<file path="src/rtl/pwm_tmr_pkg.sv">
package pwm_tmr_pkg;

    localparam int NUM_CMP  = 4;
    localparam int CTL_W    = 4;
    localparam int INIT_BIT = 3;

    localparam logic [1:0] ACT_NONE = 2'b00;
    localparam logic [1:0] ACT_LO   = 2'b01;
    localparam logic [1:0] ACT_HI   = 2'b10;
    localparam logic [1:0] ACT_TGL  = 2'b11;

    localparam logic [1:0] MODE_PAIR = 2'b01;
    localparam logic [1:0] MODE_CYC  = 2'b10;

    typedef enum logic [1:0] {
        S_STOP = 2'd0,
        S_PAIR = 2'd1,
        S_CYC  = 2'd2
    } tmr_state_e;

endpackage

</file>
<file path="src/rtl/pwm_cmp_bank.sv">
module pwm_cmp_bank #(
    parameter int CNT_W = 16,
    parameter int NCMP  = 4,
    localparam int SEL_W = $clog2(NCMP)
) (
    input  logic                       clk,
    input  logic                       rst_n,
    input  logic                       wr_en,
    input  logic [SEL_W-1:0]           wr_sel,
    input  logic [CNT_W-1:0]           wr_data,
    input  logic [CNT_W-1:0]           count,
    input  logic                       arm,
    output logic [NCMP-1:0][CNT_W-1:0] cmp_q,
    output logic [NCMP-1:0]            hit
);

    for (genvar i = 0; i < NCMP; i++) begin : g_reg
        always_ff @(posedge clk or negedge rst_n) begin
            if (!rst_n) begin
                cmp_q[i] <= '1;
            end else if (wr_en && (wr_sel == SEL_W'(i))) begin
                cmp_q[i] <= wr_data;
            end
        end

        // a match only counts while the counter is armed
        assign hit[i] = arm && (count == cmp_q[i]);
    end

endmodule

</file>
<file path="src/rtl/pwm_up_counter.sv">
module pwm_up_counter #(
    parameter int CNT_W = 16
) (
    input  logic             clk,
    input  logic             rst_n,
    input  logic             hold_zero,
    input  logic             run,
    input  logic             cnt_en,
    input  logic             clr_hit,
    output logic [CNT_W-1:0] count
);

    always_ff @(posedge clk or negedge rst_n) begin
        if (!rst_n) begin
            count <= '0;
        end else if (hold_zero) begin
            count <= '0;
        end else if (run && cnt_en) begin
            if (clr_hit) begin
                count <= '0;
            end else begin
                count <= count + CNT_W'(1);
            end
        end
    end

endmodule

</file>
<file path="src/rtl/pwm_pin_ctl.sv">
module pwm_pin_ctl
    import pwm_tmr_pkg::*;
(
    input  logic       clk,
    input  logic       rst_n,
    input  logic       force_lo,
    input  logic       load,
    input  logic       load_lvl,
    input  logic       apply,
    input  logic [1:0] act,
    output logic       pin
);

    always_ff @(posedge clk or negedge rst_n) begin
        if (!rst_n) begin
            pin <= 1'b0;
        end else if (force_lo) begin
            pin <= 1'b0;
        end else if (load) begin
            pin <= load_lvl;
        end else if (apply) begin
            unique case (act)
                ACT_LO:   pin <= 1'b0;
                ACT_HI:   pin <= 1'b1;
                ACT_TGL:  pin <= ~pin;
                default:  pin <= pin;
            endcase
        end
    end

endmodule

</file>
<file path="src/rtl/pwm_cm_timer.sv">
module pwm_cm_timer
    import pwm_tmr_pkg::*;
#(
    parameter int CNT_W = 16,
    localparam int SEL_W = $clog2(NUM_CMP),
    localparam int FLD_W = NUM_CMP * CTL_W
) (
    input  logic             clk,
    input  logic             rst_n,
    input  logic             wr_en,
    input  logic [SEL_W-1:0] wr_sel,
    input  logic [CNT_W-1:0] wr_data,
    input  logic [1:0]       mode_sel,
    input  logic             cnt_en,
    input  logic             clr_en,
    input  logic [SEL_W-1:0] clr_sel,
    input  logic [FLD_W-1:0] ctl_fld,
    output logic [CNT_W-1:0] count,
    output logic [NUM_CMP-1:0] pin_o
);

    tmr_state_e st_q;
    tmr_state_e st_nxt;

    logic [NUM_CMP-1:0][CNT_W-1:0] cmp_q;
    logic [NUM_CMP-1:0]            hit;
    logic                          run;
    logic                          entry;
    logic                          clr_hit;

    logic [NUM_CMP-1:0]       frc_lo;
    logic [NUM_CMP-1:0]       ld;
    logic [NUM_CMP-1:0]       ld_lvl;
    logic [NUM_CMP-1:0]       app;
    logic [NUM_CMP-1:0][1:0]  act;

    logic unused_rsv;

    // ---------------- state register ----------------
    always_ff @(posedge clk or negedge rst_n) begin
        if (!rst_n) begin
            st_q <= S_STOP;
        end else begin
            st_q <= st_nxt;
        end
    end

    // ---------------- transitions ----------------
    always_comb begin
        st_nxt = st_q;
        unique case (st_q)
            S_STOP: begin
                if (mode_sel == MODE_PAIR) begin
                    st_nxt = S_PAIR;            // start-pair
                end else if (mode_sel == MODE_CYC) begin
                    st_nxt = S_CYC;             // start-cycle
                end
            end
            S_PAIR: begin
                if (mode_sel == MODE_CYC) begin
                    st_nxt = S_CYC;             // swap
                end else if (mode_sel != MODE_PAIR) begin
                    st_nxt = S_STOP;            // halt
                end
            end
            S_CYC: begin
                if (mode_sel == MODE_PAIR) begin
                    st_nxt = S_PAIR;            // swap
                end else if (mode_sel != MODE_CYC) begin
                    st_nxt = S_STOP;            // halt
                end
            end
            default: st_nxt = S_STOP;
        endcase
    end

    assign run     = (st_q != S_STOP);
    assign entry   = (st_nxt != st_q);
    assign clr_hit = clr_en && hit[clr_sel];

    // ---------------- datapath blocks ----------------
    pwm_cmp_bank #(
        .CNT_W (CNT_W),
        .NCMP  (NUM_CMP)
    ) u_bank (
        .clk     (clk),
        .rst_n   (rst_n),
        .wr_en   (wr_en),
        .wr_sel  (wr_sel),
        .wr_data (wr_data),
        .count   (count),
        .arm     (run && cnt_en),
        .cmp_q   (cmp_q),
        .hit     (hit)
    );

    pwm_up_counter #(
        .CNT_W (CNT_W)
    ) u_cnt (
        .clk       (clk),
        .rst_n     (rst_n),
        .hold_zero (st_nxt == S_STOP),
        .run       (run),
        .cnt_en    (cnt_en),
        .clr_hit   (clr_hit),
        .count     (count)
    );

    // ---------------- output process, one slice per pin ----------------
    for (genvar p = 0; p < NUM_CMP; p++) begin : g_pin
        logic [CTL_W-1:0] own_fld;
        logic             pair_slot;
        logic             prt_hit;
        logic [1:0]       prt_act;
        logic             prt_eq;

        assign own_fld   = ctl_fld[p*CTL_W +: CTL_W];
        assign pair_slot = ((p % 2) == 0);

        if ((p % 2) == 0) begin : g_even
            assign prt_hit = hit[p+1];
            assign prt_act = ctl_fld[(p+1)*CTL_W +: 2];
            assign prt_eq  = (cmp_q[p] == cmp_q[p+1]);
        end else begin : g_odd
            assign prt_hit = 1'b0;
            assign prt_act = ACT_NONE;
            assign prt_eq  = 1'b0;
        end

        always_comb begin
            frc_lo[p] = 1'b0;
            ld[p]     = 1'b0;
            ld_lvl[p] = own_fld[INIT_BIT];
            app[p]    = 1'b0;
            act[p]    = ACT_NONE;
            if (st_nxt == S_STOP) begin
                frc_lo[p] = 1'b1;
            end else if (entry) begin
                if (st_nxt == S_PAIR) begin
                    if (pair_slot) ld[p] = 1'b1;
                    else           frc_lo[p] = 1'b1;
                end else begin
                    if (clr_sel == SEL_W'(p)) frc_lo[p] = 1'b1;
                    else                      ld[p] = 1'b1;
                end
            end else begin
                unique case (st_q)
                    S_PAIR: begin
                        if (!pair_slot) begin
                            frc_lo[p] = 1'b1;
                        end else if (!prt_eq) begin
                            if (hit[p]) begin
                                app[p] = 1'b1;
                                act[p] = own_fld[1:0];
                            end else if (prt_hit) begin
                                app[p] = 1'b1;
                                act[p] = prt_act;
                            end
                        end
                    end
                    S_CYC: begin
                        if (clr_sel == SEL_W'(p)) begin
                            frc_lo[p] = 1'b1;
                        end else if (clr_hit) begin
                            ld[p] = 1'b1;           // reload wins
                        end else if (hit[p] && (cmp_q[p] != cmp_q[clr_sel])) begin
                            app[p] = 1'b1;
                            act[p] = own_fld[1:0];
                        end
                    end
                    default: frc_lo[p] = 1'b1;
                endcase
            end
        end

        pwm_pin_ctl u_pin (
            .clk      (clk),
            .rst_n    (rst_n),
            .force_lo (frc_lo[p]),
            .load     (ld[p]),
            .load_lvl (ld_lvl[p]),
            .apply    (app[p]),
            .act      (act[p]),
            .pin      (pin_o[p])
        );
    end

    // reserved bit 2 of every field carries no function
    assign unused_rsv = ^{ctl_fld[2], ctl_fld[6], ctl_fld[10], ctl_fld[14]};

endmodule

</file>
<file path="config.mk">
export PLATFORM = sky130hd
export DESIGN_NAME = pwm_cm_timer
export DESIGN_NICKNAME = d
export VERILOG_FILES = /design/src/rtl/pwm_tmr_pkg.sv /design/src/rtl/pwm_cmp_bank.sv /design/src/rtl/pwm_up_counter.sv /design/src/rtl/pwm_pin_ctl.sv /design/src/rtl/pwm_cm_timer.sv
export SDC_FILE = /design/constraint.sdc
export NUM_CORES = 1
export LEC_CHECK = 0
export ABC_CLOCK_PERIOD_IN_PS = 3300
export BUFFER_PORTS_ARGS = -buffer_cell sky130_fd_sc_hd__buf_2
export CORE_ASPECT_RATIO = 0.9
export CORE_MARGIN = 10
export CORE_UTILIZATION = 50
export DETAILED_ROUTE_END_ITERATION = 16
export HOLD_SLACK_MARGIN = 0.05
export PLACE_DENSITY_LB_ADDON = 0.25
export SKIP_CTS_REPAIR_TIMING = 1
export SLEW_MARGIN = 20
export SYNTH_ARGS = -nofsm -noshare
export SYNTH_HDL_FRONTEND = slang
export SYNTH_SLANG_ARGS = --single-unit
</file>
<file path="constraint.sdc">
create_clock -name clk -period 3.3 [get_ports clk]
set_clock_uncertainty 0.05 [all_clocks]
set_input_delay 0.33 -clock clk [delete_from_list [all_inputs] [get_ports clk]]
set_output_delay 0.33 -clock clk [all_outputs]
set_load 0.02 [all_outputs]
</file>
==> flow_summary.ini <==
[synth]
synth_edf_count = 0
ys_warn_count = 0
synth-seq-cells = 86
syn_area_per_cell_sq_um = 9.47
syn_nets = 817
synth_cell_types = 69
synthesis.area_sq_um = 7200
synth_flop_cell = dfstp_2
synthCells = 761
yosysSeqAreaShare_pct = 31.0
synthArstFlopShare_pct = 100

[setup_path]
crit_path_max_fanout = 4
r2r_cells = 16
r2r_start = u_bank.cmp_q[60]
cp.required_ps = 3490
critPathArrivalTime_ps = 3760
slowest_stage = dfstp_2
end_kind = flop
crit_path_start_kind = flop
critical_path_class = reg2reg
slowest_delay_ps = 550
rrSetupSlack_ps = -260
crit_chain = buf_4 > mux2i_1 > xnor2_1 > nor4_2 > nand4_1 > a221oi_2 > o31ai_2 > and3_1 > a22oi_2 > nor2_1 > ha_1 > nand2_1 > o21ai_0 > nor4_1 > a21o_1 > a21oi_1
regToRegEndpoint = g_pin[0].u_pin.pin

[clocking]
h-tree-depth = 3
numClockSinks = 86
cts_root_buf = clkbuf_16
cts_tree = built
clockBufferDepth = 2
cts.clk_slew.worst_paths_ps = 70
cts_made_buffers = 9
clock_latency_ps = 360

[cells_and_area]
drive_above_1_share_pct = 46.1
final_cells = 1118
layout_commonest_cell = buf_4
diodes = 0
final_cell_mix = 161 x buf_4, 128 x xnor2_1, 64 x dfstp_2, 62 x mux2_2, 57 x buf_2
area_delta_synth_final_pct = 27.5
fin_area_sq_um = 9190
final_nets = 976

[die]
rows = 41
dieArea_sq_um = 19600
ioPinCount = 63
core_area_sq_um = 14100
initial_core_util_pct = 51.3
dieHeight_microns = 134
fp.dieW_microns = 147

[grt]
grt_antenna_before_repair = 0
gr-total-overflow = 0
grt_pass1_wl_microns = 37700
grt_max_degree = 58
gr-usage-all-layers_pct = 24.2
grt_pass1_vias = 6736

[timing]
postLayoutSetupSlackWorst_ps = -265
rsz0062_at_grt = yes
fmax_ghz = 0.281
post-route-min-period_ps = 3560
finalCritPeriodShare_pct = 108
finalHoldViolCount = 0
setup_viol = 4
tightestPinTransition_ps = 1080
timing.hold.ws_ps = 133
relSlewSlack_pct = 27.8
final_max_slew_viol_count = 0

[power_and_ir_drop]
vdd_ir_drop_max_v = 0.000430
leakagePower_nw = 3.81
p_per_area_nw_per_um2 = 599
fin_total_pwr_mw = 5.50

[route]
avgViaCountPerCell = 5.76
wl_per_cell_microns = 21.5
drc_errors = 0
wirelength_microns = 24100
antenna_left = 0
dr.pass1.iters = 5
drt_iter0_drc = 360
num_vias = 6439

[place]
port_buffers = 58
place_ws_ps = -702
dpl.hpwl_microns = 19100
place_congestion = 0.982
placed_area_sq_um = 8610
place_inst = 1090

[worst_hold_path]
hold_class = in2reg
hp-start = ctl_fld[11]
whs_path_depth = 2
hold_path_end = g_pin[2].u_pin.pin

[run_status]
violations = setup timing
status = complete, but fails checks

[flow_run]
maxCapViolCount = 0
==> flip-flops by register name, summed over array words and instances (netlist names) <==
name and flops:
g_pin.u_pin.pin 4, st_q 2, u_bank.cmp_q 64, u_cnt.count 16
==> cells in the mapped netlist (all sizes together), types with 17 or more instances <==
master  count  area share [%]
xnor2     131              16
dfstp      64              23
mux2       62             9.7
clkbuf     53             2.8
mux2i      40             6.1
nor2       37             2.0
xor2       36             4.4
nand2      35             1.8
nand4      31             2.7
o21ai      25             1.8
buf        24             2.3
dfrtp      22             7.6
a21oi      19             1.3
nand3      17             1.2
==> how the worst max path moves through the flow <==
stage,slack (ps),to,from
after detailed placement,-700,g_pin[0].u_pin.pin,clr_sel[0]
after floorplan,0.5,g_pin[0].u_pin.pin,u_bank.cmp_q[0]
after CTS,-550,g_pin[0].u_pin.pin,u_bank.cmp_q[37]
after global routing,-320,g_pin[0].u_pin.pin,u_bank.cmp_q[60]
final,-260,g_pin[0].u_pin.pin,u_bank.cmp_q[60]
after global placement,-620,g_pin[0].u_pin.pin,clr_sel[0]
==> critical path: cells and delay by family, from the launching register on <==
kind | cells | cell delay [ps]
AOI/OAI and AO/OA | 6 | 1020
buffers and inverters | 1 | 150
and+or+nand+nor | 6 | 1140
DFF | 1 | 550
adders and majority gates | 1 | 280
xor gates and xnor gates | 1 | 150
muxes | 1 | 110
==> cell families (layout without fill, tap and decap cells) <==
logic type,count (synthesis),count (layout),synth area share (%)
and+or+nand+nor,197,197,14.6
xor gates and xnor gates,167,167,20.3
AOI/OAI and AO/OA,102,102,10.1
muxes,102,102,15.8
buffers and inverters,93,257,5.87
DFF,86,86,31.0
adders and majority gates,14,14,2.40
==> layout make-up <==
cell class | count | area, sq um
fillers | 1209 | 4870
repair buffers | 225 | 1610
inverters | 16 | 60.1
flip-flops and latches | 86 | 2230
multi-input cells | 582 | 4760
well taps | 193 | 241
clock inverters | 5 | 41.3
clock buffers | 11 | 243
==> stage by stage <==
stage	setup TNS (ps)	util, %
after global routing	-1070	65.4
after detailed placement	-1930	61.2
after global placement	-1540	61.2
after floorplan	0	-
after CTS	-1210	63.3
final	-503	65.4
==> routing by layer <==
| metal | track usage (%) | wire (microns) | up-vias | share of wire, % |
|---|---|---|---|---|
| met4 | 7.94 | 718 | 0 | 3.0 |
| met2 | 40.6 | 11400 | 194 | 47 |
| li1 | - | - | 2979 | - |
| met3 | 4.00 | 1260 | 49 | 5.2 |
| met5 | 0 | 0 | - | 0 |
| met1 | 31.1 | 10700 | 3217 | 45 |
==> report_power, final <==
| part | internal, mW | switching (mW) |
|---|---|---|
| clock network | 0.539 | 0.457 |
| registers | 1.36 | 0.332 |
| logic | 1.37 | 1.44 |
Note: power is estimated with default switching activity, not from simulation.
